**config.mk**
```make
export PLATFORM = sky130hd
export DESIGN_NAME = hirq_top
export DESIGN_NICKNAME = d
export VERILOG_FILES = /design/src/rtl/hirq_pkg.sv /design/src/rtl/hirq_status.sv /design/src/rtl/hirq_line_fsm.sv /design/src/rtl/hirq_top.sv
export SDC_FILE = /design/constraint.sdc
export NUM_CORES = 1
export LEC_CHECK = 0
export BUFFER_PORTS_ARGS = -buffer_cell sky130_fd_sc_hd__buf_2
export CORE_UTILIZATION = 44
export DETAILED_ROUTE_END_ITERATION = 12
export PLACE_DENSITY = 0.76
export SETUP_SLACK_MARGIN = 0.02
export SYNTH_ARGS = -nofsm -noshare
export SYNTH_HDL_FRONTEND = slang
export SYNTH_HIERARCHICAL = 1
export SYNTH_SLANG_ARGS = --single-unit
```
**constraint.sdc**
```tcl
create_clock -name clk_i -period 1.4 [get_ports clk_i]
set_input_delay 0.14 -clock clk_i [delete_from_list [all_inputs] [get_ports clk_i]]
set_output_delay 0.14 -clock clk_i [all_outputs]
set_load 0.01 [all_outputs]
```
**src/rtl/hirq_pkg.sv**
```systemverilog
package hirq_pkg;
  // line controller states: low before init, parked high, requesting
  typedef enum logic [1:0] {
    LN_OFF  = 2'd0,
    LN_PARK = 2'd1,
    LN_FIRE = 2'd2
  } line_st_e;
endpackage

```
**src/rtl/hirq_status.sv**
```systemverilog
module hirq_status #(
  parameter int NUM_SRC = 16
) (
  input  logic               clk_i,
  input  logic               rst_ni,
  input  logic [NUM_SRC-1:0] ev_i,
  input  logic               rd_i,
  output logic [NUM_SRC-1:0] rdata_o,
  output logic               any_o
);
  logic [NUM_SRC-1:0] pend_q;

  for (genvar i = 0; i < NUM_SRC; i++) begin : g_bit
    // set wins over the clear-on-read so a coincident event survives
    always_ff @(posedge clk_i or negedge rst_ni) begin
      if (!rst_ni)       pend_q[i] <= 1'b0;
      else if (ev_i[i])  pend_q[i] <= 1'b1;
      else if (rd_i)     pend_q[i] <= 1'b0;
    end
  end

  assign rdata_o = rd_i ? pend_q : '0;
  assign any_o   = |pend_q;
endmodule

```
**src/rtl/hirq_line_fsm.sv**
```systemverilog
module hirq_line_fsm
  import hirq_pkg::*;
(
  input  logic clk_i,
  input  logic rst_ni,
  input  logic init_done_i,
  input  logic mask_i,
  input  logic any_i,
  output logic irq_no
);
  line_st_e st_q, st_d;
  logic     irq_q;

  always_comb begin
    st_d = st_q;
    unique case (st_q)
      LN_OFF:  if (init_done_i)           st_d = LN_PARK;
      LN_PARK: if (any_i && !mask_i)      st_d = LN_FIRE;
      LN_FIRE: if (mask_i || !any_i)      st_d = LN_PARK;
      default:                            st_d = LN_OFF;
    endcase
  end

  always_ff @(posedge clk_i or negedge rst_ni) begin
    if (!rst_ni) begin
      st_q  <= LN_OFF;
      irq_q <= 1'b0;
    end else begin
      st_q  <= st_d;
      irq_q <= (st_d == LN_PARK);
    end
  end

  assign irq_no = irq_q;
endmodule

```
**src/rtl/hirq_top.sv**
```systemverilog
module hirq_top #(
  parameter int NUM_SRC = 16
) (
  input  logic               clk_i,
  input  logic               rst_ni,
  input  logic [NUM_SRC-1:0] ev_i,
  input  logic               init_done_i,
  input  logic               host_mask_i,
  input  logic               stat_rd_i,
  output logic [NUM_SRC-1:0] stat_rdata_o,
  output logic               irq_no
);
  logic any_pend;

  hirq_status #(.NUM_SRC(NUM_SRC)) u_status (
    .clk_i   (clk_i),
    .rst_ni  (rst_ni),
    .ev_i    (ev_i),
    .rd_i    (stat_rd_i),
    .rdata_o (stat_rdata_o),
    .any_o   (any_pend)
  );

  hirq_line_fsm u_line (
    .clk_i       (clk_i),
    .rst_ni      (rst_ni),
    .init_done_i (init_done_i),
    .mask_i      (host_mask_i),
    .any_i       (any_pend),
    .irq_no      (irq_no)
  );
endmodule

```
==> run summary <==
top post-synthesis cells by area = dfrtp_1, a21o_1, and2_1
Comb pwr share = 0.228
# diodes = 0
crit share post-route = 0.9695
fmax = 736.7 MHz
Reg power frac = 0.556
Synth top area share = 0.5802
Final nets = 134
Post-synth top cells = dfrtp_1, a21o_1, and2_1
Core Area = 1727 um^2
IO Port Bufs = 37
clock latency at the later pin of the worst-skew pair = 0.28 ns
library cells used by synthesis = 17
Static Leak = 0.5648 nW
WL per Instance = 12.18 um
max cap viols = 0
fin. max-slew vios = 0
final wirelength = 1.669 mm
P_sw = 0.3321 mW
initial core utilization = 0.4746
Internal Pwr Total = 0.8820 mW
RSZ-0062 raised after global routing = yes
vias in the first global route = 559
relative slew slack = 0.7207
Worst Skew = 0.002206 ns
Max VDD drop = 0.6948 mV
total of warnings raised by yosys = 6
GRT Total Usage = 0.1650
cell taking the most area after synthesis = dfrtp_1
grt total ovfl = 0
EDFF count, synth = 0
PD cells = 1078 nW/um^2
Post-route DRC = 0
Bufs on Longest Clock Path = 2
via total after detailed routing = 663
# clock sinks = 19
Crit path required time = 1.59 ns
kind of critical path = reg2reg
Hold Vio Cnt, Final = 0
sw frac = 0.2735
min-delay worst type = in2reg
pin count of the biggest net entering global routing = 20
IO Pins = 38
fillcell total = 158
Mapped Nets = 88
clock share of power = 0.216
min setup slack post-route = 0.04264 ns
Post-Syn Area = 819.5 um^2
Synth Flop Type = dfrtp_1
initial DRC count = 3
flops & latches, synth = 19
count leader, synth = dfrtp_1
Synth async-reset ratio = 1.000
Synth Instances = 67
Die Footprint = 2039 um^2
worst slew pin tran = 0.4190 ns
Root Driver = clkbuf_4
post-layout min period = 1.357 ns
Worst setup SP type = register
post-synthesis sequential area ratio = 0.5802
DR pass1 iterations = 3
crit-path max FO = 3
Post-Route Setup TNS = 0 ns
# rows = 15
crit end category = register
Final setup viols = 0
P&R area growth vs syn = 37.40%
Die H = 45.16 um
TritonCTS clock tree = built
DR vias/cell = 4.839
Worst EP arrival = 1.55 ns
CTS clk-pin slew, worst paths = 0.10 ns
footprint of the multi-input gates = 356.6 um^2
worst slack, placed = -0.03070 ns
Register Area = 475.5 um^2
Routed Antenna Nets = 0
antenna violations before repair = 0
GPL Wtd Cong = 0.7585
H-tree levels = 1
Mean Syn Cell Area = 12.23 um^2
TritonCTS Buffers = 3
chip width = 45.16 um
outcome = finished clean
share of layout cells above drive strength 1 = 0.5625
first-pass GRT wire length = 2.428 mm
## cells in the final DEF, fill, tap and decap left out
cell,netlist,routed
buf_2,0,37
dfrtp_1,19,19
and2_1,10,10
a21o_1,10,10
and2_2,6,6
a21o_2,6,6
buf_4,0,5
nor4_2,0,4
clkbuf_4,0,3
clkbuf_1,0,1
dlygate4sd3_1,0,1
nand2b_1,1,1
or2b_1,1,1
nor2b_1,1,1
a21boi_1,1,1
and3b_1,1,1
nor2_1,1,1
o32ai_2,0,1
o32ai_1,2,1
nand4_1,1,1
inv_2,1,1
## area by class of cell
cell class                 instances  area share
sequential                        19      0.4222
multi-input combinational         45      0.3167
timing repair buffer              43      0.2067
tap                               25     0.02778
clock buffer                       4     0.02333
inverter                           1    0.003333
## flip-flops by register name, indices dropped and copies added (netlist names)
name,flops
u_status/pend_q,16
u_line/irq_no,1
u_line/st_q,2
## power by group through the flow
stage,Clock [mW],Combinational [mW],Sequential [mW]
global route,0.290,0.300,0.684
detailed placement,0,0.257,0.677
finish,0.262,0.276,0.676
floorplan,0,0.143,0.675
CTS,0.274,0.264,0.669
global placement,0,0.252,0.675
## worst max-delay path, cell delays in order (launching register included)
cell and delay (ns):
dfrtp_1 0.43, nor4_2 0.28, nand4_1 0.13, and3b_1 0.21
o32ai_1 0.21
## layer usage
layer	up-vias	part of all wire	global-route usage
li1	325	-	-
met1	323	0.46	0.2274
met2	15	0.50	0.2522
met3	0	0.043	0.03200
met4	0	0	0.07273
met5	-	0	0
## timing repair
item,4_1_cts,5_1_grt
endpoints found under the setup margin,2,3
endpoints found under the hold margin,19,0
pin swaps,5,3
gates resized for setup,2,3
hold buffers,1,0
setup buffers,1,0
## cells by family (layout without fill, tap and decap cells)
group                  Yosys count  after routing  share of synthesized area
AND/OR/NAND/NOR                 26             26                     0.2092
buffers and inverters            3             48                    0.02442
flip-flops                      19             19                     0.5802
AO/OA/AOI/OAI                   19             19                     0.1863
## metrics by stage
stage	hold slack, ns	power (mW)	area (um^2)	util	cells
after global placement	0.09375	0.9271	1050	0.6080	131
after floorplan	-0.1556	0.8183	819.5	-	67
after global routing	0.01402	1.275	1126	0.6522	137
final	0.02419	1.214	1126	0.6522	137
after CTS	0.01774	1.207	1106	0.6406	137
after detailed placement	0.1049	0.9345	1050	0.6080	131
## path summary, 6_finish.rpt
kind,cells past startpoint,slack (ns),endpoint,start
worst max-delay path,4,0.04,u_line/irq_no,u_status/pend_q[14]
max in group asynchronous,2,0.80,u_status/pend_q[11],rst_ni
worst max register to register,4,0.04,u_line/irq_no,u_status/pend_q[14]
min in group asynchronous,2,0.31,u_status/pend_q[2],rst_ni
worst min-delay path,2,0.02,u_status/pend_q[6],ev_i[6]
worst min register to register,1,0.53,u_status/pend_q[0],u_status/pend_q[0]
Note: power is estimated with default switching activity, not from simulation.
